**config.mk**
```make
export PLATFORM = sky130hd
export DESIGN_NAME = trig_seq
export DESIGN_NICKNAME = d
export VERILOG_FILES = /design/src/rtl/trg_pkg.sv /design/src/rtl/trg_stage_regs.sv /design/src/rtl/trg_stage_match.sv /design/src/rtl/trig_seq.sv
export SDC_FILE = /design/constraint.sdc
export NUM_CORES = 1
export LEC_CHECK = 0
export ABC_AREA = 1
export BUFFER_PORTS_ARGS = -buffer_cell sky130_fd_sc_hd__buf_2
export CAP_MARGIN = 20
export CORE_ASPECT_RATIO = 1.1
export CORE_MARGIN = 10
export CORE_UTILIZATION = 50
export CTS_BUF_LIST = sky130_fd_sc_hd__clkbuf_16
export DETAILED_ROUTE_END_ITERATION = 16
export PLACE_DENSITY = 0.75
export SKIP_LAST_GASP = 1
export SLEW_MARGIN = 30
export SYNTH_ARGS = -nofsm -noshare
export SYNTH_HDL_FRONTEND = slang
export SYNTH_SLANG_ARGS = --single-unit
```
**constraint.sdc**
```tcl
create_clock -name clk -period 2.6 [get_ports clk]
set_clock_uncertainty 0.1 [all_clocks]
set_input_delay 0.52 -clock clk [delete_from_list [all_inputs] [get_ports clk]]
set_output_delay 0.52 -clock clk [all_outputs]
set_load 0.1 [all_outputs]
```
**src/rtl/trg_pkg.sv**
```systemverilog
package trg_pkg;
    localparam int CH_W       = 32;
    localparam int N_STAGES   = 4;
    localparam int LVL_W      = $clog2(N_STAGES);
    localparam int ADDR_W     = LVL_W + 2;
    localparam int LEVEL_LSB  = 16;
    localparam int START_BIT  = 27;
    localparam logic [CH_W-1:0] CFG_PARKED = 32'h0003_0000;

    typedef enum logic [1:0] {
        WORD_MASK  = 2'd0,
        WORD_VALUE = 2'd1,
        WORD_CFG   = 2'd2,
        WORD_EDGE  = 2'd3
    } word_kind_e;

    typedef struct packed {
        logic [CH_W-1:0] mask;
        logic [CH_W-1:0] value;
        logic [CH_W-1:0] cfg;
        logic [CH_W-1:0] edge_sel;
    } stage_cfg_t;

    function automatic logic [7:0] cfg_level(input logic [CH_W-1:0] c);
        return c[LEVEL_LSB +: 8];
    endfunction

    function automatic logic cfg_start(input logic [CH_W-1:0] c);
        return c[START_BIT];
    endfunction
endpackage

```
**src/rtl/trg_stage_regs.sv**
```systemverilog
module trg_stage_regs
    import trg_pkg::*;
#(
    parameter int NST = N_STAGES,
    parameter int AW  = ADDR_W
) (
    input  logic                  clk,
    input  logic                  rst,
    input  logic                  we,
    input  logic [AW-1:0]         addr,
    input  logic [CH_W-1:0]       wdata,
    output stage_cfg_t [NST-1:0]  stages
);
    localparam int SW = AW - 2;

    for (genvar s = 0; s < NST; s++) begin : g_stage
        logic hit;
        assign hit = we && (addr[AW-1:2] == SW'(s));
        always_ff @(posedge clk) begin
            if (rst) begin
                stages[s].mask     <= '0;
                stages[s].value    <= '0;
                stages[s].cfg      <= CFG_PARKED;
                stages[s].edge_sel <= '0;
            end else if (hit) begin
                case (word_kind_e'(addr[1:0]))
                    WORD_MASK:  stages[s].mask     <= wdata;
                    WORD_VALUE: stages[s].value    <= wdata;
                    WORD_CFG:   stages[s].cfg      <= wdata;
                    WORD_EDGE:  stages[s].edge_sel <= wdata;
                    default:    ;
                endcase
            end
        end
    end
endmodule

```
**src/rtl/trg_stage_match.sv**
```systemverilog
module trg_stage_match
    import trg_pkg::*;
#(
    parameter int LW = LVL_W
) (
    input  stage_cfg_t       cfg,
    input  logic [CH_W-1:0]  cur,
    input  logic [CH_W-1:0]  prev,
    input  logic [LW-1:0]    level,
    output logic             sel,
    output logic             hit,
    output logic             start
);
    logic [CH_W-1:0] lvl_miss;
    logic [CH_W-1:0] rise, fall, want;
    logic [CH_W-1:0] edge_miss;

    always_comb begin
        lvl_miss  = (cur ^ cfg.value) & cfg.mask & ~cfg.edge_sel;
        rise      = ~prev & cur;
        fall      = prev & ~cur;
        want      = (cfg.value & rise) | (~cfg.value & fall);
        edge_miss = cfg.mask & cfg.edge_sel & ~want;
        sel       = (cfg_level(cfg.cfg) == 8'(level));
        hit       = sel && (lvl_miss == '0) && (edge_miss == '0);
        start     = cfg_start(cfg.cfg);
    end
endmodule

```
**src/rtl/trig_seq.sv**
```systemverilog
module trig_seq
    import trg_pkg::*;
#(
    parameter int NST = N_STAGES,
    parameter int LW  = LVL_W,
    parameter int AW  = ADDR_W
) (
    input  logic             clk,
    input  logic             rst,
    input  logic             arm,
    input  logic             cfg_we,
    input  logic [AW-1:0]    cfg_addr,
    input  logic [CH_W-1:0]  cfg_data,
    input  logic             smp_valid,
    input  logic [CH_W-1:0]  smp_cur,
    input  logic [CH_W-1:0]  smp_prev,
    output logic             fire,
    output logic             fired,
    output logic [LW-1:0]    level
);
    localparam logic [LW-1:0] LVL_TOP = LW'(NST - 1);

    stage_cfg_t [NST-1:0] stages;
    logic [NST-1:0] st_sel, st_hit, st_start;
    logic any_hit, any_start;

    trg_stage_regs #(.NST(NST), .AW(AW)) u_regs (
        .clk(clk), .rst(rst), .we(cfg_we), .addr(cfg_addr),
        .wdata(cfg_data), .stages(stages)
    );

    for (genvar s = 0; s < NST; s++) begin : g_match
        trg_stage_match #(.LW(LW)) u_match (
            .cfg(stages[s]), .cur(smp_cur), .prev(smp_prev), .level(level),
            .sel(st_sel[s]), .hit(st_hit[s]), .start(st_start[s])
        );
    end

    assign any_hit   = |st_hit;
    assign any_start = |(st_hit & st_start);

    always_ff @(posedge clk) begin
        if (rst || arm) begin
            level <= '0;
            fired <= 1'b0;
            fire  <= 1'b0;
        end else begin
            fire <= 1'b0;
            if (smp_valid && !fired) begin
                if (any_start) begin
                    fire  <= 1'b1;
                    fired <= 1'b1;
                end else if (any_hit && level != LVL_TOP) begin
                    level <= level + 1'b1;
                end
            end
        end
    end


    fire_single_chk: assert property (@(posedge clk) disable iff (rst)
        fire |=> !fire);

    fire_after_valid_chk: assert property (@(posedge clk) disable iff (rst)
        fire |-> $past(smp_valid));

    level_step_chk: assert property (@(posedge clk) disable iff (rst)
        (level != $past(level)) |-> (level == '0 || level == $past(level) + 1'b1));

    arm_clear_chk: assert property (@(posedge clk) disable iff (rst)
        arm |=> (level == '0 && !fired && !fire));

    fired_sticky_chk: assert property (@(posedge clk) disable iff (rst)
        (fired && !arm) |=> (fired && $stable(level)));

    idle_hold_chk: assert property (@(posedge clk) disable iff (rst)
        (!smp_valid && !arm) |=> ($stable(level) && !fire));
endmodule

```
; ---- After elaboration in Yosys (flattened, before gate mapping)
; Cells that the tools add are included.
[classes]
muxes = 1
n_eq_ne = 11
n_bitwise = 51
addsub = 1
reduce_logical = 47
[op_table]
columns = operator, count
row1 = 32-bit AND, 26
row2 = 32-bit inverter, 14
row3 = 32-bit logical NOT, 8
row4 = 32-bit OR, 4
row5 = 32-bit bitwise XOR, 4
row6 = 2-bit AND reduction, 17
row7 = 8-bit by 2-bit equality test with 1-bit output, 4
row8 = 1-bit logical AND, 14
row9 = "2-bit equality test, second input constant", 4
row10 = 4-bit OR reduction, 2
row11 = 4-bit AND, 1
row12 = "2-bit by 1-bit equality test with 1-bit output, second input constant", 2
row13 = 2-bit logical NOT, 2
row14 = 3-bit AND reduction, 1
row15 = "2-bit by 1-bit adder with 2-bit output, second input constant", 1
row16 = "2-bit != test, second input constant", 1
row17 = 1-bit inverter, 2
row18 = 2-bit OR reduction, 1
row19 = 1-bit logical NOT, 1
row20 = 1-bit logical OR, 1
row21 = 1-bit 2-to-1 mux, 1
[totals]
input_bits = 105
output_inout_bits = 4
register_bits = 500

; ---- Depth between registers and ports, before layout
; Gate-level depths: netlist (run 1).
[depth]
ltp_word = 12
mapped_depth = 18
ltp_nobuf = 17

; ---- Hierarchy
; From an unflattened synthesis (run 1), not the netlist that was laid out.
[unflattened]
cells_unflattened = 4720
area_unflattened_um2 = 27246.1
[by_module_without_submodules]
columns = module, seq_area_each_um2, area_each_um2, cells_per_inst, n_inst
row1 = trg_stage_regs, 10249.8, 19456.2, 2885, 1
row2 = trg_stage_match, 0.0, 1891.8, 450, 4
row3 = trig_seq, 80.1, 222.7, 35, 1

; ---- Least setup slack after synthesis (run 1)
; OpenSTA, ideal clock, no wires.
[synth_path]
path_kind = reg-to-reg
from = reg level[0]
to = reg level[1]
setup_slack_ps = 116
setup_time_ps = 117
arrival_ps = 2267
stages_incl_launch_ff = 19
synth_period_minus_slack_ps = 2484
path_cell_list = dfxtp_1 > buf_4 > inv_2 > nand2_2 > nand2_1 > nor2_2 > nand2_1 > nor2_1 > nand2_1 > nor2_1 > nand3_1 > nor2_2 > nand2_1 > nand2_1 > inv_1 > nand2_1 > nor2_2 > nor2_1 > nor2_1
[synth_between]
elab_chain_len = 7
[synth_rtl]
columns = item, line_no
row1 = "start, declared", trig_seq.sv:19  ; output logic [LW-1:0] level
row2 = "start signal, assigned", trig_seq.sv:54  ; level <= level + 1'b1;
row3 = 8-bit by 2-bit equality test with 1-bit output, trg_stage_match.sv:24  ; sel = (cfg_level(cfg.cfg) == 8'(level));
row4 = 1-bit logical AND (2 in series), trg_stage_match.sv:25  ; hit = sel && (lvl_miss == '0) && (edge_miss == '0);
row5 = 4-bit AND, trig_seq.sv:40  ; assign any_start = |(st_hit & st_start);
row6 = 4-bit OR reduction, trig_seq.sv:40
row7 = 1-bit inverter (no source line), n/a
row8 = 3-bit AND reduction (no source line), n/a
; Several ways; a longest one is shown, not always the timed one.
; A chain may end at the register's enable or synchronous reset.

; ---- Worst setup path in the final report (run 1)
[layout_path]
from = reg level[1]
to = reg level[1]
; The elaborated chain is that of the path after synthesis.

==> reports/qor.yml, run 1 <==
status:
  status: "finished clean"
sta:
  hold_viol: 0
  rsz0062_at_grt: "no"
  drv_slew: 0
  setup_violations: 0
  post-route-min-period_ns: 2.40
  worst_pin_slew_ns: 0.849
  slew_headroom: 0.433
  period_share: 0.923
  max_freq_mhz: 417
  tns_ns: 0
setup_path:
  ff2ff_setup_slack_ns: 0.20
  arrival_ns: 2.77
  critical-path-max-stage-delay_ns: 0.44
  critical_path_class: "flip-flop to flip-flop"
  end_kind: "flip-flop"
  crit_slowest_cell: "dfxtp_1"
  crit_top_cell: "nand2_1"
  critical_path_buf_inv_count: 3
  crit_required_ns: 2.97
  path_cells: "inv_2, buf_4, nand2_1, nand2_1, nor2_2, nand2_1, nor2_2, nand2_1, nor2_1, nand3_1, nor2_2, nand2_1, nand2_1, inv_1, nand2_1, nor2_2, nor2_1, nor2_1"
  startpoint_type: "flip-flop"
  crit_family: "simple AND/OR/NAND/NOR gates"
  critPathMaxFanout: 4
cells_and_area:
  final_cells: 4166
  drive_gt1_frac: 0.0798
  fin_util: 0.559
  area_delta_synth_final_pct: 10.9
  final_common_cell: "nand2_1"
  final_cell_mix: "nand2_1, nor2_1, dfxtp_1"
  nNetsFinal: 3652
global_routing:
  antenna_found_initial: 4
  first_global_vias: 20700
  grt_pass1_wl_um: 124000
  grt_max_degree: 78
  grt.overflow.total: 0
  track_usage: 0.296
pwr:
  p_comb_frac: 0.083
  pwr-share-clk: 0.455
  power_leakage_nw: 11.2
  p_int_mw: 10.9
  pwr-share-seq: 0.462
  p_per_area_nw_per_um2: 588
  switching_share: 0.254
  netSwitchingPower_mw: 3.70
  ir_worst_vdd_mv: 0.423
placement:
  portBuffers: 108
  placed_cells: 4079
  gp_congestion: 1.13
  dp_hpwl_um: 60200
clocking:
  cts_buffer_depth: 3
  numClockSinks: 424
  clk-insertion-delay-late_ns: 0.59
  post_cts_buffers: 0
  htree_levels: 2
  cts_tree: "yes"
  cts_buffers: 46
  cts_root_buf: "clkbuf_16"
  path_clk_slew_ns: 0.06
floorplan:
  initial_core_util: 0.504
  die_x_um: 222
  row_count: 81
  die_y_um: 242
  die-area_um2: 53700
  io_pins: 109
  coreArea_um2: 44400
drt:
  avgViaCountPerCell: 5.63
  routed_wl_um: 83400
  dr.pass1.iters: 7
  drt_iter0_drc: 2770
  drcViolationCount: 0
  drt-wirelength-per-cell_um: 20.0
  vias: 23500
  ant_nets: 0
logic_synthesis:
  syn_area_um2: 22400
  syn-num-nets: 3635
  ys_seq_area_frac: 0.379
  ys_seq_elements: 424
  ys.flop_type: "dfxtp_1"
  ys_types: 26
  synth_warnings: 0
  synth-edff-count: 0
  synthCells: 3529
  synth_area_per_cell_um2: 6.34
  async_flop_share: 0
flow_run:
  maxCapViolCount: 0
worst_hold_path:
  hold_class: "primary input to flip-flop"
-- layer usage --
| layer | part of all wire | up-vias | routed length [um] | track usage |
|---|---|---|---|---|
| li1 | - | 11500 | - | - |
| met1 | 0.41 | 10600 | 34000 | 0.383 |
| met2 | 0.44 | 1095 | 36600 | 0.460 |
| met3 | 0.096 | 263 | 8040 | 0.0516 |
| met4 | 0.058 | 2 | 4800 | 0.161 |
| met5 | 0.00016 | - | 13 | 0 |
-- synthesized netlist by cell type (3+ instances only) --
cell type,instances,area [um^2]
inv_2,10,37.5
dfxtp_1,424,8490
nand2_2,4,25.0
nor2_1,523,1960
nand4_1,87,544
nand3b_1,85,638
clkinv_2,18,90.1
inv_4,9,56.3
buf_2,3,15.0
buf_4,4,30.0
o211ai_1,7,52.6
nor3_1,4,20.0
clkinv_4,3,26.3
o21ai_0,409,2050
nor2_2,8,50.1
clkinv_1,6,22.5
nand2_1,680,2550
buf_6,26,293
inv_1,386,1450
a21oi_1,288,1440
o21ai_1,7,35.0
clkbuf_1,152,571
nand3_1,383,1920
-- metrics by stage --
stage | worst slack (ns) | hold WS [ns] | instance area, um^2 | power (mW)
after global placement | 0.0566 | 0.347 | 23300 | 8.04
after detailed placement | 0.0746 | 0.352 | 23300 | 8.05
after global routing | 0.0254 | 0.173 | 24800 | 15.1
final | 0.200 | 0.148 | 24800 | 14.6
after floorplan | 0.116 | 0.337 | 22400 | 7.67
after CTS | 0.221 | 0.137 | 24800 | 14.6
-- path summary, 6_finish.rpt --
kind,from,endpoint,depth (start not counted)
setup / recovery,level[1],level[1],18
setup reg to reg,level[1],level[1],18
hold / removal,arm,level[0],4
hold reg to reg,u_regs.stages[111],u_regs.stages[111],2
-- sequential cells by signal, indices dropped and copies added, names as in the netlist --
signal and flops:
u_regs.stages 420, level 2, fire 1, fired 1
-- tightest hold or removal path, stage by stage --
cell and delay [ns]:
buf_2 0.08, nor2_1 0.08, nand2_1 0.08, nor2_1 0.04
-- what timing repair did --
item / CTS / global route
hold buffers: 0 / 0
hold endpoints to repair: 0 / 0
endpoints found under the setup margin: 0 / 3
gates resized for setup: 0 / 1
-- layout make-up --
class	count	area, um^2
Sequential cell	424	8490
Multi-Input combinational cell	2486	11300
Timing Repair Buffer	155	1070
Tap cell	581	727
Antenna cell	2	5.00
Fill cell	4360	19600
Clock buffer	49	1230
Clock inverter	36	287
Inverter	433	1710
-- power groups by stage --
stage / clock [mW] / combinational, mW / sequential, mW
after floorplan: 0 / 0.817 / 6.85
after global placement: 0 / 1.17 / 6.87
after detailed placement: 0 / 1.18 / 6.87
after CTS: 6.69 / 1.19 / 6.73
after global routing: 6.96 / 1.35 / 6.75
final: 6.64 / 1.21 / 6.73
-- kinds of logic after synthesis --
kind of cell	count (synthesis)	synth area share
and+or+nand+nor	1774	0.344
AOI/OAI and AO/OA	711	0.160
buffers and inverters	619	0.116
DFF	424	0.379
adders and majority gates	1	0.000559
(Power assumes the default switching activity.)
==> run 2: changes to the inputs <==
==> constraint.sdc (replaced) <==
create_clock -name clk -period 2.6 [get_ports clk]
set_clock_uncertainty 0.1 [all_clocks]
set_input_delay 0.78 -clock clk [delete_from_list [all_inputs] [get_ports clk]]
set_output_delay 0.78 -clock clk [all_outputs]
set_load 0.1 [all_outputs]
==> run 2 against run 1 <==
Against the previous run:
- via count rose by 3.5%
- register-to-register slack worse by 0.03 ns
- sequential cell count stayed put
- critical path type is now flip-flop to output port
- global-route usage increased by 2.0 points
- maximum frequency fell by 5.8%
- largest cell class unchanged
- critical path depth fell by 16
==> reports/qor.yml, run 2 (same netlist as run 1, synthesis figures left out) <==
sta:
  rsz0062_at_grt: "no"
  period_share: 0.980
  max_freq_mhz: 392
  worst_pin_slew_ns: 0.606
  post-route-min-period_ns: 2.55
  hold_viol: 0
  setup_violations: 0
  slew_headroom: 0.596
  drv_slew: 0
global_routing:
  grt_pass1_wl_um: 131000
  grt_max_degree: 88
  antenna_found_initial: 2
  first_global_vias: 21600
  grt.overflow.total: 0
  track_usage: 0.315
clocking:
  clk-insertion-delay-late_ns: 0.60
  path_clk_slew_ns: 0.06
  cts_root_buf: "clkbuf_16"
  cts_tree: "yes"
  cts_buffer_depth: 3
  post_cts_buffers: 0
  htree_levels: 2
  cts_buffers: 47
  numClockSinks: 424
cells_and_area:
  regMostFlops: "u_regs.stages"
  diodes: 0
  final_cells: 4371
  largest_register_ff_count: 420
  fill_cells: 4321
  nNetsFinal: 3863
  final_cell_mix: "nand2_1, nor2_1, dfxtp_1"
  drive_gt1_frac: 0.132
  multi_input_area_um2: 11300
  final_common_cell: "nand2_1"
  area_delta_synth_final_pct: 17.9
  reg_top3: "u_regs.stages x420, level x2"
  seq_area_um2: 8490
status:
  status: "finished clean"
floorplan:
  coreArea_um2: 44400
  die_y_um: 242
  die_x_um: 222
  io_pins: 109
  initial_core_util: 0.504
  die-area_um2: 53700
  row_count: 81
drt:
  ant_nets: 0
  drcViolationCount: 0
  drt_iter0_drc: 2524
  dr.pass1.iters: 6
  avgViaCountPerCell: 5.55
  vias: 24300
  drt-wirelength-per-cell_um: 20.3
  routed_wl_um: 88600
setup_path:
  crit_top_cell: "buf_4"
  crit_slowest_cell: "dfxtp_1"
  critical-path-max-stage-delay_ns: 0.58
  end_kind: "output port"
  critical_path_class: "flip-flop to output port"
  critPathMaxFanout: 9
  arrival_ns: 1.67
  path_cells: "buf_4, buf_4"
  crit_required_ns: 1.72
  startpoint_type: "flip-flop"
placement:
  gp_congestion: 1.09
  placed_cells: 4289
  portBuffers: 108
  dp_hpwl_um: 64900
pwr:
  power.total_mw: 14.8
  power_leakage_nw: 12.2
  ir_worst_vdd_mv: 0.535
  p_per_area_nw_per_um2: 560
flow_run:
  maxCapViolCount: 0
worst_hold_path:
  hold_class: "flip-flop to flip-flop"
run 2: cell types whose count changed in the layout (fill, tap and decap cells not counted), sizes merged:
cell | previous run | this run
clkinv | 40 | 39
clkinvlp | 3 | 1
diode | 2 | 0
buf | 155 | 365
run 2: path summary, 6_finish.rpt:
check	end	start	slack, ns	cells past startpoint
worst max-delay path	level[0]	level[0]	0.05	2
worst min register to register	u_regs.stages[109]	u_regs.stages[109]	0.36	2
worst min-delay path	u_regs.stages[109]	u_regs.stages[109]	0.36	2
worst max register to register	level[0]	level[0]	0.17	15
run 2: routing by layer:
layer / track usage / vias up / wire length (um)
met1: 0.411 / 11200 / 37000
met2: 0.508 / 1006 / 40100
met5: 0 / - / 32
met4: 0.138 / 4 / 4160
li1: - / 11900 / -
met3: 0.0478 / 205 / 7240
run 2: metrics by stage:
step	hold slack (ns)	TNS [ns]	setup WS [ns]	area (um^2)	utilization
2_1_floorplan	0.337	0	0.116	22400	-
3_3_place_gp	0.349	-0.629	-0.188	24900	0.561
3_5_place_dp	0.352	-0.716	-0.206	24900	0.561
4_1_cts	0.361	0	0.0457	26400	0.595
5_1_grt	0.380	0	0.0275	26400	0.595
6_report	0.361	0	0.0515	26400	0.595
run 2: power breakdown:
part | internal [mW] | switching [mW] | leakage [nW] | total (mW)
sequential | 6.64 | 0.0918 | 3.43 | 6.73
clock | 3.89 | 2.77 | 0.778 | 6.66
combinational | 0.482 | 0.905 | 8.00 | 1.39
run 2: area by class of cell:
class / instances / area share
clock buffer: 49 / 0.0464
clock inverter: 33 / 0.0107
inverter: 433 / 0.0643
sequential: 424 / 0.321
timing repair buffer: 365 / 0.101
multi-input combinational: 2486 / 0.428
tap: 581 / 0.0275
run 2: timing repair:
| action | CTS | global route |
|---|---|---|
| setup endpoints to repair | 1 | 0 |
| resized for setup | 1 | 0 |
| hold buffers | 0 | 0 |
run 2: worst max-delay path: cells and delay by family, from the launching register on:
kind | cells | cell delay (ns)
buffers and inverters | 2 | 0.49
DFF | 1 | 0.58
